## config.mk

```make
export PLATFORM = sky130hd
export DESIGN_NAME = mux_dram_ctrl
export DESIGN_NICKNAME = d
export VERILOG_FILES = /design/src/rtl/mdc_pkg.sv /design/src/rtl/mdc_refresh.sv /design/src/rtl/mdc_seq.sv /design/src/rtl/mux_dram_ctrl.sv
export SDC_FILE = /design/constraint.sdc
export NUM_CORES = 1
export LEC_CHECK = 0
export BUFFER_PORTS_ARGS = -buffer_cell sky130_fd_sc_hd__buf_4
export CORE_MARGIN = 1
export CORE_UTILIZATION = 55
export CTS_CLUSTER_DIAMETER = 40
export DETAILED_ROUTE_END_ITERATION = 8
export PLACE_DENSITY = 0.82
export SKIP_CTS_REPAIR_TIMING = 1
export SYNTH_ARGS = -nofsm -noshare
export SYNTH_HDL_FRONTEND = slang
export SYNTH_SLANG_ARGS = --single-unit
```

## constraint.sdc

```tcl
create_clock -name clk -period 6.1 [get_ports clk]
set_input_delay 0.305 -clock clk [delete_from_list [all_inputs] [get_ports clk]]
set_output_delay 0.305 -clock clk [all_outputs]
set_load 0.05 [all_outputs]
```

## src/rtl/mdc_pkg.sv

```systemverilog
`timescale 1ns/1ps
package mdc_pkg;
  typedef enum logic [2:0] {
    S_IDLE,
    S_ROWSET,
    S_RCD,
    S_COLSET,
    S_CAS,
    S_REFSET,
    S_REFLOW,
    S_PRE
  } seq_state_t;
endpackage

```

## src/rtl/mdc_refresh.sv

```systemverilog
`timescale 1ns/1ps
module mdc_refresh #(
  parameter int ROW_W    = 12,
  parameter int INTERVAL = 3125
) (
  input  logic             clk,
  input  logic             rst,
  input  logic             ref_done,
  output logic             ref_pend,
  output logic [ROW_W-1:0] ref_row
);
  localparam int TW = $clog2(INTERVAL + 1);

  logic [TW-1:0] tmr;
  logic          tick;

  assign tick = (tmr == TW'(INTERVAL - 1));

  always_ff @(posedge clk) begin
    if (rst) begin
      tmr      <= '0;
      ref_pend <= 1'b0;
      ref_row  <= '0;
    end else begin
      tmr      <= tick ? '0 : tmr + 1'b1;
      ref_pend <= tick | (ref_pend & ~ref_done);
      if (ref_done) ref_row <= ref_row + 1'b1;
    end
  end
endmodule

```

## src/rtl/mdc_seq.sv

```systemverilog
`timescale 1ns/1ps
module mdc_seq
  import mdc_pkg::*;
#(
  parameter int ROW_W  = 12,
  parameter int COL_W  = 10,
  parameter int DATA_W = 16,
  parameter int BUS_W  = 12,
  parameter int T_RCD  = 2,
  parameter int T_CAS  = 2,
  parameter int T_RAS  = 8,
  parameter int T_RP   = 3
) (
  input  logic              clk,
  input  logic              rst,
  input  logic              acc_go,
  input  logic              acc_wr,
  input  logic [ROW_W-1:0]  acc_row,
  input  logic [COL_W-1:0]  acc_col,
  input  logic [DATA_W-1:0] acc_wdata,
  input  logic              ref_pend,
  input  logic [ROW_W-1:0]  ref_row,
  output logic              idle,
  output logic              ref_done,
  output logic              ras_n,
  output logic              cas_n,
  output logic              we_n,
  output logic              oe_n,
  output logic [BUS_W-1:0]  addr,
  output logic [DATA_W-1:0] dq_out,
  output logic              dq_oe,
  input  logic [DATA_W-1:0] dq_in,
  output logic [DATA_W-1:0] rd_data,
  output logic              rd_valid
);
  localparam int M1   = (T_RCD > T_CAS) ? T_RCD : T_CAS;
  localparam int M2   = (T_RAS > T_RP) ? T_RAS : T_RP;
  localparam int TMAX = (M1 > M2) ? M1 : M2;
  localparam int CW   = $clog2(TMAX + 1);

  seq_state_t       state;
  logic [CW-1:0]    cnt;
  logic [CW-1:0]    age;
  logic [COL_W-1:0] col_q;
  logic             wr_q;
  logic             ras_met;

  assign idle    = (state == S_IDLE);
  // after the coming edge, the row strobe will have been low age+1 cycles
  assign ras_met = ({1'b0, age} + 1'b1) >= (CW+1)'(T_RAS);

  always_ff @(posedge clk) begin
    if (rst) begin
      state    <= S_IDLE;
      cnt      <= '0;
      age      <= '0;
      col_q    <= '0;
      wr_q     <= 1'b0;
      ras_n    <= 1'b1;
      cas_n    <= 1'b1;
      we_n     <= 1'b1;
      oe_n     <= 1'b1;
      addr     <= '0;
      dq_out   <= '0;
      dq_oe    <= 1'b0;
      rd_data  <= '0;
      rd_valid <= 1'b0;
      ref_done <= 1'b0;
    end else begin
      rd_valid <= 1'b0;
      ref_done <= 1'b0;
      if (ras_n)                      age <= '0;
      else if (age != CW'(TMAX))      age <= age + 1'b1;

      case (state)
        S_IDLE: begin
          if (ref_pend) begin
            addr  <= BUS_W'(ref_row);
            state <= S_REFSET;
          end else if (acc_go) begin
            addr   <= BUS_W'(acc_row);
            col_q  <= acc_col;
            wr_q   <= acc_wr;
            dq_out <= acc_wdata;
            state  <= S_ROWSET;
          end
        end
        S_ROWSET: begin
          ras_n <= 1'b0;
          cnt   <= CW'(T_RCD - 1);
          state <= S_RCD;
        end
        S_RCD: begin
          if (cnt == '0) begin
            addr  <= BUS_W'(col_q);
            we_n  <= ~wr_q;
            dq_oe <= wr_q;
            state <= S_COLSET;
          end else begin
            cnt <= cnt - 1'b1;
          end
        end
        S_COLSET: begin
          cas_n <= 1'b0;
          oe_n  <= wr_q;
          cnt   <= CW'(T_CAS - 1);
          state <= S_CAS;
        end
        S_CAS: begin
          if (cnt != '0) begin
            cnt <= cnt - 1'b1;
          end else if (ras_met) begin
            if (!wr_q) begin
              rd_data  <= dq_in;
              rd_valid <= 1'b1;
            end
            cas_n <= 1'b1;
            ras_n <= 1'b1;
            we_n  <= 1'b1;
            oe_n  <= 1'b1;
            dq_oe <= 1'b0;
            cnt   <= CW'(T_RP - 1);
            state <= S_PRE;
          end
        end
        S_REFSET: begin
          ras_n <= 1'b0;
          state <= S_REFLOW;
        end
        S_REFLOW: begin
          if (ras_met) begin
            ras_n    <= 1'b1;
            ref_done <= 1'b1;
            cnt      <= CW'(T_RP - 1);
            state    <= S_PRE;
          end
        end
        S_PRE: begin
          if (cnt == '0) state <= S_IDLE;
          else           cnt   <= cnt - 1'b1;
        end
        default: state <= S_IDLE;
      endcase
    end
  end
endmodule

```

## src/rtl/mux_dram_ctrl.sv

```systemverilog
`timescale 1ns/1ps
module mux_dram_ctrl #(
  parameter int ROW_W          = 12,
  parameter int COL_W          = 10,
  parameter int DATA_W         = 16,
  parameter int T_RCD          = 2,
  parameter int T_CAS          = 2,
  parameter int T_RAS          = 8,
  parameter int T_RP           = 3,
  parameter int REF_PERIOD_CYC = 12_800_000
) (
  input  logic                   clk,
  input  logic                   rst,
  input  logic                   req_valid,
  input  logic                   req_write,
  input  logic [ROW_W+COL_W-1:0] req_addr,
  input  logic [DATA_W-1:0]      req_wdata,
  output logic                   req_ready,
  output logic [DATA_W-1:0]      rd_data,
  output logic                   rd_valid,
  output logic [((ROW_W > COL_W) ? ROW_W : COL_W)-1:0] dram_addr,
  output logic                   dram_ras_n,
  output logic                   dram_cas_n,
  output logic                   dram_we_n,
  output logic                   dram_oe_n,
  output logic [DATA_W-1:0]      dram_dq_out,
  output logic                   dram_dq_oe,
  input  logic [DATA_W-1:0]      dram_dq_in
);
  localparam int BUS_W   = (ROW_W > COL_W) ? ROW_W : COL_W;
  localparam int ROWS    = 1 << ROW_W;
  localparam int REF_INT = REF_PERIOD_CYC / ROWS;

  logic             ref_pend;
  logic             ref_done;
  logic [ROW_W-1:0] ref_row;
  logic             idle;

  assign req_ready = idle & ~ref_pend;

  mdc_refresh #(.ROW_W(ROW_W), .INTERVAL(REF_INT)) refresh_i (
    .clk      (clk),
    .rst      (rst),
    .ref_done (ref_done),
    .ref_pend (ref_pend),
    .ref_row  (ref_row)
  );

  mdc_seq #(
    .ROW_W(ROW_W), .COL_W(COL_W), .DATA_W(DATA_W), .BUS_W(BUS_W),
    .T_RCD(T_RCD), .T_CAS(T_CAS), .T_RAS(T_RAS), .T_RP(T_RP)
  ) seq_i (
    .clk       (clk),
    .rst       (rst),
    .acc_go    (req_valid & req_ready),
    .acc_wr    (req_write),
    .acc_row   (req_addr[ROW_W+COL_W-1:COL_W]),
    .acc_col   (req_addr[COL_W-1:0]),
    .acc_wdata (req_wdata),
    .ref_pend  (ref_pend),
    .ref_row   (ref_row),
    .idle      (idle),
    .ref_done  (ref_done),
    .ras_n     (dram_ras_n),
    .cas_n     (dram_cas_n),
    .we_n      (dram_we_n),
    .oe_n      (dram_oe_n),
    .addr      (dram_addr),
    .dq_out    (dram_dq_out),
    .dq_oe     (dram_dq_oe),
    .dq_in     (dram_dq_in),
    .rd_data   (rd_data),
    .rd_valid  (rd_valid)
  );
endmodule

```

==> impl_metrics.prom <==
# TYPE chip_impl_metric gauge
chip_impl_metric{name="final_net_count",unit=""} 647
chip_impl_info{name="most_frequent_cell_after_synthesis",value="dfxtp_1"} 1
chip_impl_metric{name="yosysWarnings",unit=""} 0
chip_impl_info{name="hold_path.class",value="in2reg"} 1
chip_impl_metric{name="fin_worst_skew",unit="ns"} 0.0133
chip_impl_metric{name="synth_top_area_share",unit="%"} 46.2
chip_impl_metric{name="vdd_drop_max",unit="uV"} 170
chip_impl_metric{name="avgRoutedWirePerCell",unit="um"} 14.7
chip_impl_metric{name="place.port_buffers",unit=""} 108
chip_impl_metric{name="drive_above_1_share",unit="%"} 22.3
chip_impl_metric{name="postRouteAntennaNets",unit=""} 0
chip_impl_metric{name="grtUsageTotal",unit="%"} 25.3
chip_impl_metric{name="syn_area",unit="um2"} 4240
chip_impl_info{name="path_delay_family",value="compound AO/OA/AOI/OAI gates"} 1
chip_impl_info{name="crit_slowest_cell",value="a2111oi_2"} 1
chip_impl_metric{name="route.vias.total",unit=""} 3810
chip_impl_metric{name="pwr_density_cell",unit="nW/um2"} 372
chip_impl_metric{name="finalHoldViolations",unit=""} 0
chip_impl_metric{name="grt_first_pass_wirelength",unit="um"} 16800
chip_impl_metric{name="drc",unit=""} 0
chip_impl_info{name="synthTopCellsByCount",value="dfxtp_1, nand2_1, a21oi_1"} 1
chip_impl_metric{name="placed_area",unit="um2"} 5050
chip_impl_metric{name="critical_path_peak_fanout",unit=""} 15
chip_impl_info{name="rsz0062_at_grt",value="false"} 1
chip_impl_metric{name="nFillCells",unit=""} 613
chip_impl_metric{name="yosysUniqueCellTypes",unit=""} 51
chip_impl_metric{name="synthesis.instances",unit=""} 494
chip_impl_info{name="critical_path.cell_chain",value="inv_1 > ha_1 > or3b_1 > a2111oi_2 > o211ai_1 > a21oi_1"} 1
chip_impl_metric{name="drt_first_pass_iters",unit=""} 5
chip_impl_metric{name="cells_after_dpl",unit=""} 671
chip_impl_metric{name="finalPower",unit="mW"} 1.95
chip_impl_metric{name="ys_ff_latch",unit=""} 98
chip_impl_info{name="timing.setup.critical_path_class",value="reg2reg"} 1
chip_impl_metric{name="clk_path_buf_depth",unit=""} 2
chip_impl_metric{name="critPathBufInv",unit=""} 1
chip_impl_metric{name="fp.dieW",unit="um"} 89.8
chip_impl_metric{name="synthesized_area_per_cell",unit="um2"} 8.59
chip_impl_metric{name="final_area",unit="um2"} 5250
chip_impl_metric{name="cp.required",unit="ns"} 6.38
chip_impl_metric{name="wirelength",unit="um"} 10100
chip_impl_metric{name="setup_violations",unit=""} 0
chip_impl_metric{name="antenna_diode_count",unit=""} 0
chip_impl_info{name="timing.critical_path.from_type",value="flop"} 1
chip_impl_metric{name="worst_hold_slack",unit="ns"} 0.168
chip_impl_metric{name="setup_tns",unit="ns"} 0
chip_impl_metric{name="hpwlAfterDp",unit="um"} 6840
chip_impl_metric{name="async_reset_ff_share",unit="%"} 0
chip_impl_metric{name="fp.coreArea",unit="um2"} 7370
chip_impl_metric{name="grt_start_max_net_pins",unit=""} 85
chip_impl_metric{name="die_area",unit="um2"} 8070
chip_impl_metric{name="initial_core_util",unit="%"} 57.6
chip_impl_metric{name="tightest_slew",unit="ns"} 1.24
chip_impl_info{name="run_status",value="complete, no violations"} 1
chip_impl_metric{name="htree_num_levels",unit=""} 3
chip_impl_metric{name="max_transition_margin",unit="%"} 17.1
chip_impl_metric{name="dr.first_iter.drc_count",unit=""} 256
chip_impl_info{name="tritoncts_clock_tree",value="yes"} 1
chip_impl_metric{name="dieHeight",unit="um"} 89.8
chip_impl_info{name="clk_root_buffer_cell",value="clkbuf_8"} 1
chip_impl_metric{name="first_global_vias",unit=""} 3592
chip_impl_metric{name="clk_pin_slew_worst_paths",unit="ns"} 0.09
chip_impl_metric{name="number_of_antenna_violations_at_the_first_check_in_global_routing",unit=""} 0
chip_impl_metric{name="number_of_core_rows",unit=""} 31
chip_impl_metric{name="power.leakage",unit="nW"} 2.07
chip_impl_metric{name="globalRouteOverflowTotal",unit=""} 0
chip_impl_metric{name="clock-sinks",unit=""} 98
chip_impl_metric{name="area_growth_syn_to_layout",unit="%"} 23.6
chip_impl_info{name="synth-main-ff-cell",value="dfxtp_1"} 1
chip_impl_metric{name="place_congestion",unit=""} 0.830
chip_impl_metric{name="ports",unit=""} 109
chip_impl_metric{name="min_period",unit="ns"} 2.98
chip_impl_metric{name="maxClockFrequency",unit="MHz"} 335
chip_impl_info{name="synthTopCellsByArea",value="dfxtp_1, nand2_1, mux2i_1"} 1
chip_impl_metric{name="synth.yosys.seq_area_share",unit="%"} 46.2
chip_impl_metric{name="final_max_tran_viols",unit=""} 0
chip_impl_metric{name="synth-edff-count",unit=""} 0
chip_impl_metric{name="layout.cells.non_filler",unit=""} 687
chip_impl_metric{name="layout_worst_path_cycle_share",unit="%"} 48.9
chip_impl_metric{name="syn_nets",unit=""} 558
chip_impl_metric{name="cp_slowest_stage_delay",unit="ns"} 1.18
chip_impl_metric{name="max-cap-violations",unit=""} 0
chip_impl_info{name="end_kind",value="flop"} 1
chip_impl_metric{name="clk-insertion-delay-late",unit="ns"} 0.37
chip_impl_metric{name="drt-vias-per-instance",unit=""} 5.55
chip_impl_metric{name="cts_buffers",unit=""} 9
chip_impl_metric{name="timing.critical_path.arrival",unit="ns"} 3.27
chip_impl_info{name="netlist.top_cell.by_area",value="dfxtp_1"} 1
-- routing by layer --
metal  vias up  global-route usage, %  part of all wire, %
li1       1878                      -                    -
met1      1808                   32.8                   45
met2       107                   42.3                   49
met3        17                   3.98                  4.4
met4         0                   9.70                  1.6
met5         -                      0                    0
-- report_power, final --
part / internal [mW] / total [mW] / switching [mW]
Clock: 0.191 / 0.416 / 0.226
Combinational: 0.229 / 0.720 / 0.491
Sequential: 0.726 / 0.814 / 0.0879
-- metrics by stage --
stage               setup WS [ns]  utilization [%]
global route                 2.94             71.2
floorplan                    2.94                -
global placement             3.38             68.6
detailed placement           3.19             68.6
finish                       3.12             71.2
CTS                          3.17             71.2
-- worst reg2reg max path, stage by stage, from the launching register on --
cell and delay (ns):
dfxtp_1 0.33, inv_1 0.11, ha_1 0.22, or3b_1 0.60, a2111oi_2 1.19, o211ai_1 0.24, a21oi_1 0.20
-- final cells by class --
class	instances	area [um2]	share of cell area, %
Sequential cell	98	1960	37.4
Clock inverter	6	65.1	1.24
Timing Repair Buffer	109	818	15.6
Clock buffer	10	128	2.43
Multi-Input combinational cell	350	2090	39.9
Inverter	15	56.3	1.07
Tap cell	99	124	2.36
-- flip-flops by register name, indices dropped and copies added, names as in the netlist, 3 cells and up --
name and cells:
seq_i.col_q 10, seq_i.addr 12, seq_i.state 3, seq_i.rd_data 16, seq_i.dq_out 16, refresh_i.ref_row 12
refresh_i.tmr 12, seq_i.age 4, seq_i.cnt 4
-- worst paths after layout --
path                             to  cells after the start        startpoint  slack, ns
hold reg to reg    seq_i.dq_out[11]                      2  seq_i.dq_out[11]       0.46
hold / removal    seq_i.rd_data[11]                      3    dram_dq_in[11]       0.17
setup reg to reg      seq_i.addr[6]                      6      seq_i.cnt[0]       3.12
setup / recovery      seq_i.addr[6]                      6      seq_i.cnt[0]       3.12
-- cell usage in the layout (no fill, tap or decap), types with 9 or more instances in the layout --
| cell type | instances |
|---|---|
| inv_1 | 14 |
| buf_4 | 109 |
| xor2_1 | 9 |
| dfxtp_1 | 98 |
| a21oi_1 | 50 |
| nand4_1 | 10 |
| xnor2_1 | 14 |
| nand3_1 | 9 |
| nor2_1 | 46 |
| nand2_1 | 89 |
| clkbuf_8 | 9 |
| o211ai_1 | 11 |
| mux2i_1 | 29 |
| nor3_1 | 10 |
-- kinds of logic after synthesis --
| kind of cell | count (synthesis) | share of synthesized area [%] |
|---|---|---|
| simple gates | 195 | 20.8 |
| mux | 31 | 7.37 |
| compound gates | 95 | 14.6 |
| flops | 98 | 46.2 |
| xor+xnor | 23 | 4.75 |
| buf+inv | 46 | 4.45 |
| fa+ha+maj | 6 | 1.77 |
(Power assumes the default switching activity.)
